File: src/rtl/dmem_pkg.sv
package dmem_pkg;
  localparam int ADDR_W = 8;
  localparam int BIT_IDX_W = 3;

  typedef enum logic [1:0] {
    AK_DIRECT   = 2'd0,
    AK_INDIRECT = 2'd1,
    AK_BANKREG  = 2'd2,
    AK_BIT      = 2'd3
  } acc_kind_e;

  typedef struct packed {
    logic                 to_sfr;
    logic                 to_status;
    logic [ADDR_W-1:0]    byte_addr;
    logic [BIT_IDX_W-1:0] bit_sel;
  } tgt_t;
endpackage

File: src/rtl/dmem_decode.sv
module dmem_decode
  import dmem_pkg::*;
#(
  parameter logic [ADDR_W-1:0] STATUS_ADDR = 8'hD0,
  parameter logic [ADDR_W-1:0] BITRAM_BASE = 8'h20
) (
  input  acc_kind_e         kind,
  input  logic [ADDR_W-1:0] addr,
  input  logic [1:0]        bank_sel,
  output tgt_t              tgt
);
  always_comb begin
    tgt = '0;
    tgt.bit_sel = addr[BIT_IDX_W-1:0];
    case (kind)
      AK_DIRECT: begin
        tgt.to_sfr    = addr[ADDR_W-1];
        tgt.byte_addr = addr;
      end
      AK_INDIRECT: tgt.byte_addr = addr;
      AK_BANKREG:  tgt.byte_addr = {{(ADDR_W-5){1'b0}}, bank_sel, addr[2:0]};
      default: begin
        if (addr[ADDR_W-1]) begin
          tgt.to_sfr    = 1'b1;
          tgt.byte_addr = {addr[ADDR_W-1:BIT_IDX_W], {BIT_IDX_W{1'b0}}};
        end else begin
          tgt.byte_addr = BITRAM_BASE
                        + {{(BIT_IDX_W+1){1'b0}}, addr[ADDR_W-2:BIT_IDX_W]};
        end
      end
    endcase
    tgt.to_status = tgt.to_sfr && (tgt.byte_addr == STATUS_ADDR);
  end
endmodule

File: src/rtl/dmem_ram.sv
module dmem_ram #(
  parameter int AW = 8,
  parameter int DW = 8
) (
  input  logic          clk,
  input  logic          en,
  input  logic          we,
  input  logic [AW-1:0] addr,
  input  logic [DW-1:0] wdata,
  output logic [DW-1:0] q
);
  localparam int DEPTH = 1 << AW;
  logic [DW-1:0] mem [DEPTH];

  always_ff @(posedge clk) begin
    if (en) begin
      if (we) mem[addr] <= wdata;
      q <= mem[addr];
    end
  end
endmodule

File: src/rtl/dmem_bitop.sv
module dmem_bitop #(
  parameter int DW = 8,
  parameter int IW = 3
) (
  input  logic [DW-1:0] byte_in,
  input  logic [IW-1:0] bit_sel,
  input  logic          bit_val,
  output logic          bit_out,
  output logic [DW-1:0] byte_out
);
  always_comb begin
    bit_out           = byte_in[bit_sel];
    byte_out          = byte_in;
    byte_out[bit_sel] = bit_val;
  end
endmodule

File: src/rtl/dmem_unit.sv
module dmem_unit
  import dmem_pkg::*;
#(
  parameter int                DATA_W      = 8,
  parameter logic [ADDR_W-1:0] STATUS_ADDR = 8'hD0,
  parameter logic [ADDR_W-1:0] BITRAM_BASE = 8'h20,
  parameter int                BANK_LSB    = 3
) (
  input  logic              clk,
  input  logic              rst,
  input  logic              req_valid,
  input  logic [1:0]        req_kind,
  input  logic [ADDR_W-1:0] req_addr,
  input  logic [DATA_W-1:0] req_wdata,
  input  logic              req_write,
  output logic              req_ready,
  output logic              done,
  output logic [DATA_W-1:0] rdata,
  output logic [DATA_W-1:0] status_word,
  output logic [ADDR_W-1:0] sfr_addr,
  output logic              sfr_rd,
  output logic              sfr_wr,
  output logic [DATA_W-1:0] sfr_wdata,
  input  logic [DATA_W-1:0] sfr_rdata
);
  typedef enum logic {ST_IDLE, ST_MERGE} st_e;

  st_e               st;
  acc_kind_e         kind_in;
  tgt_t              dec, l_tgt;
  logic              accept, is_bit_in, l_bit, l_val;
  logic [DATA_W-1:0] status_q, ram_q, src_byte, merged;
  logic              bit_out, ram_en, ram_we;
  logic [ADDR_W-1:0] ram_addr;
  logic [DATA_W-1:0] ram_wdata;

  assign kind_in   = acc_kind_e'(req_kind);
  assign is_bit_in = (kind_in == AK_BIT);
  assign accept    = req_valid && (st == ST_IDLE);
  assign req_ready = (st == ST_IDLE);
  assign status_word = status_q;

  dmem_decode #(.STATUS_ADDR(STATUS_ADDR), .BITRAM_BASE(BITRAM_BASE)) dec_i (
    .kind(kind_in), .addr(req_addr),
    .bank_sel(status_q[BANK_LSB+1:BANK_LSB]), .tgt(dec)
  );

  // RAM port: request address when idle, latched target during write-back
  always_comb begin
    if (st == ST_MERGE) begin
      ram_en    = 1'b1;
      ram_we    = !l_tgt.to_sfr;
      ram_addr  = l_tgt.byte_addr;
      ram_wdata = merged;
    end else begin
      ram_en    = accept;
      ram_we    = accept && req_write && !is_bit_in && !dec.to_sfr;
      ram_addr  = dec.byte_addr;
      ram_wdata = req_wdata;
    end
  end

  dmem_ram #(.AW(ADDR_W), .DW(DATA_W)) ram_i (
    .clk(clk), .en(ram_en), .we(ram_we), .addr(ram_addr),
    .wdata(ram_wdata), .q(ram_q)
  );

  assign src_byte = l_tgt.to_status ? status_q
                  : l_tgt.to_sfr    ? sfr_rdata : ram_q;

  dmem_bitop #(.DW(DATA_W), .IW(BIT_IDX_W)) bitop_i (
    .byte_in(src_byte), .bit_sel(l_tgt.bit_sel), .bit_val(l_val),
    .bit_out(bit_out), .byte_out(merged)
  );

  assign rdata = l_bit ? {{(DATA_W-1){1'b0}}, bit_out} : src_byte;

  // Special-register port
  always_comb begin
    if (st == ST_MERGE) begin
      sfr_rd    = 1'b0;
      sfr_wr    = l_tgt.to_sfr;
      sfr_addr  = l_tgt.byte_addr;
      sfr_wdata = merged;
    end else begin
      sfr_rd    = accept && dec.to_sfr && (!req_write || is_bit_in);
      sfr_wr    = accept && dec.to_sfr && req_write && !is_bit_in;
      sfr_addr  = dec.byte_addr;
      sfr_wdata = req_wdata;
    end
  end

  always_ff @(posedge clk) begin
    if (rst) begin
      st       <= ST_IDLE;
      done     <= 1'b0;
      status_q <= '0;
      l_tgt    <= '0;
      l_bit    <= 1'b0;
      l_val    <= 1'b0;
    end else begin
      done <= (accept && !(is_bit_in && req_write)) || (st == ST_MERGE);
      if (st == ST_MERGE) begin
        st <= ST_IDLE;
        if (l_tgt.to_status) status_q <= merged;
      end else if (accept) begin
        l_tgt <= dec;
        l_bit <= is_bit_in;
        l_val <= req_wdata[0];
        if (is_bit_in && req_write) st <= ST_MERGE;
        if (dec.to_status && req_write && !is_bit_in) status_q <= req_wdata;
      end
    end
  end

  a_r4_direct_high_no_ram: assert property (@(posedge clk) disable iff (rst)
    (accept && kind_in == AK_DIRECT && req_addr[ADDR_W-1]) |-> !ram_we);
  a_r5_bank_map: assert property (@(posedge clk) disable iff (rst)
    (accept && kind_in == AK_BANKREG)
      |-> (ram_addr[4:3] == status_q[BANK_LSB+1:BANK_LSB]));
  a_r8_port_excl: assert property (@(posedge clk) disable iff (rst)
    !(sfr_rd && sfr_wr));
  a_r8_merge_sfr_write: assert property (@(posedge clk) disable iff (rst)
    (st == ST_MERGE && l_tgt.to_sfr) |-> (sfr_wr && !ram_we));
  a_r9_merge_gap: assert property (@(posedge clk) disable iff (rst)
    (accept && is_bit_in && req_write) |=> (!done && !req_ready));
  a_r9_merge_done: assert property (@(posedge clk) disable iff (rst)
    (st == ST_MERGE) |=> done);
endmodule

File: config.mk
export PLATFORM = sky130hd
export DESIGN_NAME = dmem_unit
export DESIGN_NICKNAME = d
export VERILOG_FILES = /design/src/rtl/dmem_pkg.sv /design/src/rtl/dmem_decode.sv /design/src/rtl/dmem_ram.sv /design/src/rtl/dmem_bitop.sv /design/src/rtl/dmem_unit.sv
export SDC_FILE = /design/constraint.sdc
export NUM_CORES = 2
export LEC_CHECK = 0
export BUFFER_PORTS_ARGS = -buffer_cell sky130_fd_sc_hd__buf_4
export CAP_MARGIN = 20
export CORE_ASPECT_RATIO = 0.9
export CORE_MARGIN = 1.5
export CORE_UTILIZATION = 35
export CTS_BUF_LIST = sky130_fd_sc_hd__clkbuf_4 sky130_fd_sc_hd__clkbuf_8
export DETAILED_ROUTE_END_ITERATION = 10
export GPL_TIMING_DRIVEN = 0
export PLACE_DENSITY = 0.45
export SYNTH_ARGS = -nofsm -noshare
export SYNTH_HDL_FRONTEND = slang
export SYNTH_SLANG_ARGS = --single-unit
File: constraint.sdc
create_clock -name clk -period 26.6 [get_ports clk]
set_input_delay 1.33 -clock clk [delete_from_list [all_inputs] [get_ports clk]]
set_output_delay 1.33 -clock clk [all_outputs]
set_load 0.01 [all_outputs]
; ---- Word level (Yosys, flattened, before mapping)
; Memory sizes are Yosys's and may differ from the RTL's. A register that Yosys moved wholly into a read port is not among the register bits.
; Cells that the tools add are included.
[op_classes]
addsub = 1
multipliers = 0
n_div = 0
n_reduce_logical = 29
n_lt_le_gt_ge = 2
n_eq_ne = 5
n_bitwise = 2
n_shift = 0
muxes = 26
[ops]
columns = operator, n
row1 = $mux W8, 10
row2 = $pmux W8 S2, 1
row3 = $logic_and A1 B1 Y1, 14
row4 = $mux W1, 11
row5 = $bwmux W8, 1
row6 = $eq A8 B8 Y1 const B, 1
row7 = $add A6 B4 Y7 const A, 1
row8 = $logic_not A1 Y1, 5
row9 = $eq A2 B2 Y1 const B, 2
row10 = $lt A3 B4 Y1 const B, 1
row11 = $reduce_bool A2 Y1, 2
row12 = $reduce_or A2 Y1, 2
row13 = $bmux W1 S3, 1
row14 = $demux W1 S3, 1
row15 = $ge A3 B1 Y1 const B, 1
row16 = $reduce_and A3 Y1, 1
row17 = $reduce_or A3 Y1, 1
row18 = $eq A2 B1 Y1 const B, 1
row19 = $logic_not A2 Y1, 1
row20 = $logic_or A1 B1 Y1, 2
row21 = $ne A2 B1 Y1 const B, 1
row22 = $not A1 Y1, 2
row23 = $pmux W1 S2, 1
row24 = $reduce_and A2 Y1, 1
[word_totals]
rom_bits = 0
latchBits = 0
ff_bits = 25
n_memories = 1
inputBits = 30
ramBits = 2048
[mem_list]
columns = memory, words, width, read_ports, rd_ports_with_merged_regs, wr, line
row1 = ram_i.mem, 256, 8, 1, 1, 1, dmem_ram.sv:13  ; logic [DW-1:0] mem [DEPTH];

; ---- Logic depth before layout (Yosys ltp)
[logic_depth]
word_depth = 10
mapped_depth = 17

; ---- Hierarchy
; From an unflattened synthesis, not the netlist that was laid out.
[unflattened]
hier_cells = 3765
area_unflattened_um2 = 80292.0
[modules_own_cells]
columns = mod, seq_area_each_um2, n_inst, area_per_inst_um2, cells_each
row1 = dmem_ram, 61739.2, 1, 78363.9, 3525
row2 = dmem_unit, 500.5, 1, 1390.1, 173
row3 = dmem_decode, 0.0, 1, 279.0, 34
row4 = dmem_bitop, 0.0, 1, 259.0, 33

; ---- Worst setup path after synthesis
; No wires, ideal clock.
[synth_timing]
path_kind = in2reg
start = input port sfr_rdata[5]
end = memory ram_i.mem[0][5], data pin
arrival_ns = 8.804
n_path_buf = 0
setup_ns = 1.614
slack_ns = 16.182
stages = 6
path_cell_list = mux2i_1 nor2_1 a21oi_1 a31oi_1 a41oi_1 a21oi_1
[synth_via]
elab_chain_cells = 4
[synth_rtl]
columns = item, line
row1 = "start, declared", dmem_unit.sv:24  ; input logic [DATA_W-1:0] sfr_rdata
row2 = $mux W8, dmem_unit.sv:69  ; : l_tgt.to_sfr ? sfr_rdata : ram_q;
row3 = $mux W8, dmem_unit.sv:68  ; assign src_byte = l_tgt.to_status ? status_q
row4 = $bwmux W8, dmem_bitop.sv:14  ; byte_out[bit_sel] = bit_val;
row5 = $mux W8, n/a
row6 = named net sfr_wdata[5], dmem_unit.sv:23  ; output logic [DATA_W-1:0] sfr_wdata,
row7 = "end, declared", dmem_ram.sv:13
; The timed path passes the listed nets, and every way through them passes these cells.

; ---- Final worst setup path
[layout_timing]
start = input port req_kind[1]
end = register ram_i.q[1] (read register of ram_i.mem), data pin
[layout_via]
elab_chain_cells = 4
word_cells_on_any_way = 6
classes_between = 2 x eq/ne / 2 x mux / 2 x reduce/logical
[layout_rtl]
columns = item, line
row1 = "start, declared", dmem_unit.sv:12  ; input logic [1:0] req_kind,
row2 = $eq A2 B1 Y1 / $logic_not A2 Y1 (equally long branches), dmem_decode.sv:15  ; case (kind)
row3 = $reduce_or A2 Y1 (no source line), n/a
row4 = $pmux W8 S2 *, dmem_decode.sv:15
row5 = $mux W8 *, dmem_unit.sv:50  ; if (st == ST_MERGE) begin
row6 = "end, declared", dmem_ram.sv:10  ; output logic [DW-1:0] q
; Every way passes the cells marked *; elsewhere a longest branch is shown, timed or not.
; A chain may end at the register's enable or synchronous reset.

==> flow_metrics.py <==
metrics = {
    "die": {
        "die-area_um2": 233900,
        "die_x_um": 509.7,
        "initial_utilization_pct": 35.18,
        "die_y_um": 459.0,
        "io_pins": 66,
        "core_area_um2": 229800,
        "rows": 167,
    },
    "logic_synthesis": {
        "ys_seq_elements": 2081,
        "ys_types": 59,
        "synth_edf_count": 2056,
        "yosysWarningCount": 0,
        "synth_nets": 4119,
        "async_flop_share_pct": 0,
        "synth_ff_type": "edfxtp_1",
        "synth.avg_cell_area_um2": 19.80,
        "netlist_instances": 4085,
        "ys_seq_area_share_pct": 76.97,
        "syn_area_um2": 80870,
    },
    "timing": {
        "setup_viol": 0,
        "fin_crit_sh_pct": 31.42,
        "tightest_slew_ns": 1.301,
        "finClkSkew_ns": 0.05562,
        "max_freq_mhz": 119.7,
        "slew_headroom_pct": 12.77,
        "fin_setup_tns_ns": 0,
        "fin_crit_ns": 8.357,
        "final_hold_viol_count": 0,
        "drv_slew": 0,
        "grt_setup_unrepaired": "false",
    },
    "global_routing": {
        "grt_pass1_wl_um": 364000,
        "antenna_found_initial": 23,
        "grt_overflow_total": 0,
        "grt_pass1_vias": 43770,
        "grt_max_degree": 39,
        "grtUsageTotal_pct": 22.73,
    },
    "clock_network": {
        "numClockSinks": 2081,
        "cts_root_buf": "clkbuf_8",
        "cts_hold_buf": 0,
        "htreeDepth": 5,
        "clk_pin_slew_ns": 0.06,
        "ctsResizeCount": 0,
        "clock_latency_ns": 1.06,
        "cts_made_buffers": 365,
        "cts_setup_buffers": 0,
        "clockBufferDepth": 4,
        "cts_tree": "done",
    },
    "critical_path": {
        "crit_top_cell": "buf_2",
        "critPathKind": "input port to register",
        "crit_path_max_fanout": 10,
        "slowest_delay_ns": 1.12,
        "r2r_start": "st",
        "critPathLaunchType": "input port",
        "ff2ff_setup_slack_ns": 18.52,
        "end_kind": "register",
        "cp_slowest_cell": "a211oi_1",
        "r2r_cells": 13,
        "cp.required_ns": 27.16,
        "reg2reg_to": "ram_i.q[1]",
        "critPathArrivalTime_ns": 8.92,
        "crit_chain": "buf_4, ha_1, nor4bb_1, a211oi_4, inv_2, buf_6, buf_2, buf_2, buf_2, buf_2, buf_1, mux2i_1, o22ai_1, a211oi_1, nand4_1",
    },
    "routing": {
        "wl_per_cell_um": 33.69,
        "postRouteAntennaNets": 0,
        "wirelength_um": 267500,
        "viasPerCell": 5.542,
        "drtIter0Drc": 5469,
        "vias": 44020,
        "drc": 0,
        "dr.pass1.iters": 6,
    },
    "placement": {
        "globalplace.congestion": 0.9538,
        "port_buffers": 64,
        "dp_hpwl_um": 189400,
        "placed_cell_area_um2": 87410,
    },
    "finish": {
        "nFillCells": 20540,
        "nets": 4662,
        "drive_gt1_share_pct": 27.37,
        "stdcell_area_um2": 94210,
        "area_delta_synth_final_pct": 16.50,
    },
    "hold_path": {
        "min_from": "l_tgt[6]",
        "hold_depth": 2,
        "min_path_type": "register to register",
        "holdPathEnd": "l_tgt[6]",
    },
    "pwr": {
        "power_leakage_nw": 29.59,
        "power_density_nw_per_um2": 75.34,
        "vdd_drop_max_uv": 40.64,
    },
    "status": {
        "status": "finished, final reports clean",
    },
    "run": {
        "maxCapViolCount": 0,
    },
}
-- registers in the layout, indices dropped and copies added, names as in the netlist --
name / flops
done: 1
l_bit: 1
l_tgt: 13
l_val: 1
ram_i.mem: 2048
ram_i.q: 8
st: 1
status_word: 8
-- synthesized netlist by cell type (3+ instances only) --
| cell type | n | area share (%) |
|---|---|---|
| edfxtp_1 | 2056 | 76 |
| mux4_2 | 445 | 12 |
| nor2_1 | 313 | 1.5 |
| nand2_1 | 287 | 1.3 |
| a22oi_1 | 134 | 1.2 |
| clkbuf_1 | 112 | 0.52 |
| a21oi_1 | 91 | 0.56 |
| mux2i_1 | 81 | 1.0 |
| buf_2 | 75 | 0.46 |
| nand3_1 | 52 | 0.32 |
| nor3_1 | 31 | 0.19 |
| buf_4 | 28 | 0.26 |
| dfxtp_1 | 25 | 0.62 |
| a22o_1 | 24 | 0.26 |
| buf_1 | 24 | 0.11 |
| a221oi_1 | 22 | 0.24 |
| a31oi_1 | 22 | 0.17 |
| a211oi_1 | 21 | 0.19 |
| o2111ai_1 | 21 | 0.23 |
| o21ai_0 | 21 | 0.13 |
| o211ai_1 | 19 | 0.18 |
| mux2_2 | 18 | 0.25 |
| nand4_1 | 17 | 0.13 |
| a21boi_0 | 15 | 0.14 |
| inv_1 | 14 | 0.065 |
| o31a_1 | 10 | 0.11 |
| o22ai_1 | 9 | 0.070 |
| a211o_1 | 8 | 0.087 |
| a2bb2oi_1 | 8 | 0.087 |
| buf_6 | 8 | 0.11 |
| o41ai_1 | 8 | 0.087 |
| a311oi_1 | 7 | 0.076 |
| nor4_1 | 7 | 0.054 |
| a41oi_1 | 4 | 0.043 |
| and3_1 | 4 | 0.031 |
| ha_1 | 4 | 0.062 |
| nor2b_1 | 4 | 0.031 |
| nand2b_1 | 3 | 0.023 |
| nor3b_1 | 3 | 0.028 |
| or3_1 | 3 | 0.023 |
-- through the flow --
stage | util [%] | hold slack, ns | setup WS, ns | cells | total power, W
final | 40.99 | 0.4642 | 18.24 | 7942 | 0.007098
after global placement | 37.05 | 0.4527 | 3.760 | 7191 | 0.004382
after global routing | 40.98 | 0.4861 | 18.55 | 7937 | 0.007304
after detailed placement | 38.03 | 0.4599 | 17.52 | 7295 | 0.004357
after CTS | 40.95 | 0.4633 | 18.67 | 7923 | 0.007149
after floorplan | - | 0.4367 | 16.18 | 4085 | 0.004050
-- worst max path at each step --
stage / to / depth (start not counted) / start
after global routing: ram_i.q[3] / 15 / req_kind[0]
final: ram_i.q[1] / 15 / req_kind[1]
after detailed placement: ram_i.q[3] / 15 / req_kind[0]
after global placement: ram_i.mem[213][1] / 7 / sfr_rdata[1]
after CTS: ram_i.q[3] / 15 / req_kind[1]
after floorplan: ram_i.mem[0][5] / 6 / sfr_rdata[5]
-- report_power, final --
part	leakage, nW	switching (W)	internal [W]	total, W
Clock	3.57	0.00131	0.00149	0.00281
Combinational	7.34	0.000445	0.000221	0.000666
Sequential	18.7	0.00000268	0.00362	0.00363
-- layout by cell type (no fill, tap or decap), types with 79 or more instances in the layout --
master | Yosys | final
a21oi_1 | 91 | 83
clkbuf_1 | 112 | 96
clkbuf_8 | 0 | 370
mux2i_1 | 81 | 81
nor2_1 | 313 | 313
edfxtp_1 | 2056 | 2056
nand2_1 | 287 | 287
mux4_2 | 445 | 445
clkbuf_4 | 0 | 125
buf_4 | 28 | 97
a22oi_1 | 134 | 134
clkinv_1 | 2 | 87
buf_2 | 75 | 79
-- routing by layer --
layer  track usage [%]  wire length [um]  share of wire [%]  vias up
met5                 0                 0                  0        -
met3             4.456             19800                7.4      461
met1             33.94            121600                 45    23700
li1                  -                 -                  -    17970
met4             6.884              8101                3.0        0
met2             33.49            118100                 44     1893
-- cells by family (layout without fill, tap and decap cells) --
logic type      Yosys count  in the layout  synth area share, %
compound gates          458            458                4.071
flops                  2081           2081                76.97
fa+ha+maj                 4              4              0.06189
buf+inv                 264           1068                1.546
simple gates            734            734                3.709
mux                     544            544                13.65
other cells               0             11                    0
-- worst max-delay path: cells and delay by family --
kind / cells / cell delay, ns
adders and majority gates: 1 / 0.29
buffers and inverters: 8 / 3.79
and+or+nand+nor: 2 / 1.12
AOI/OAI and AO/OA: 3 / 1.78
muxes: 1 / 0.51
-- layout make-up --
type	count	area [um^2]	area share [%]
Inverter	17	63.81	0.06773
Antenna cell	11	27.53	0.02922
Clock buffer	492	6008	6.377
Buffer	247	1206	1.280
Clock inverter	136	699.4	0.7424
Sequential cell	2081	62240	66.06
Tap cell	3042	3806	4.040
Timing Repair Buffer	176	2619	2.780
Multi-Input combinational cell	1740	17540	18.62
Note: power is estimated with default switching activity, not from simulation.
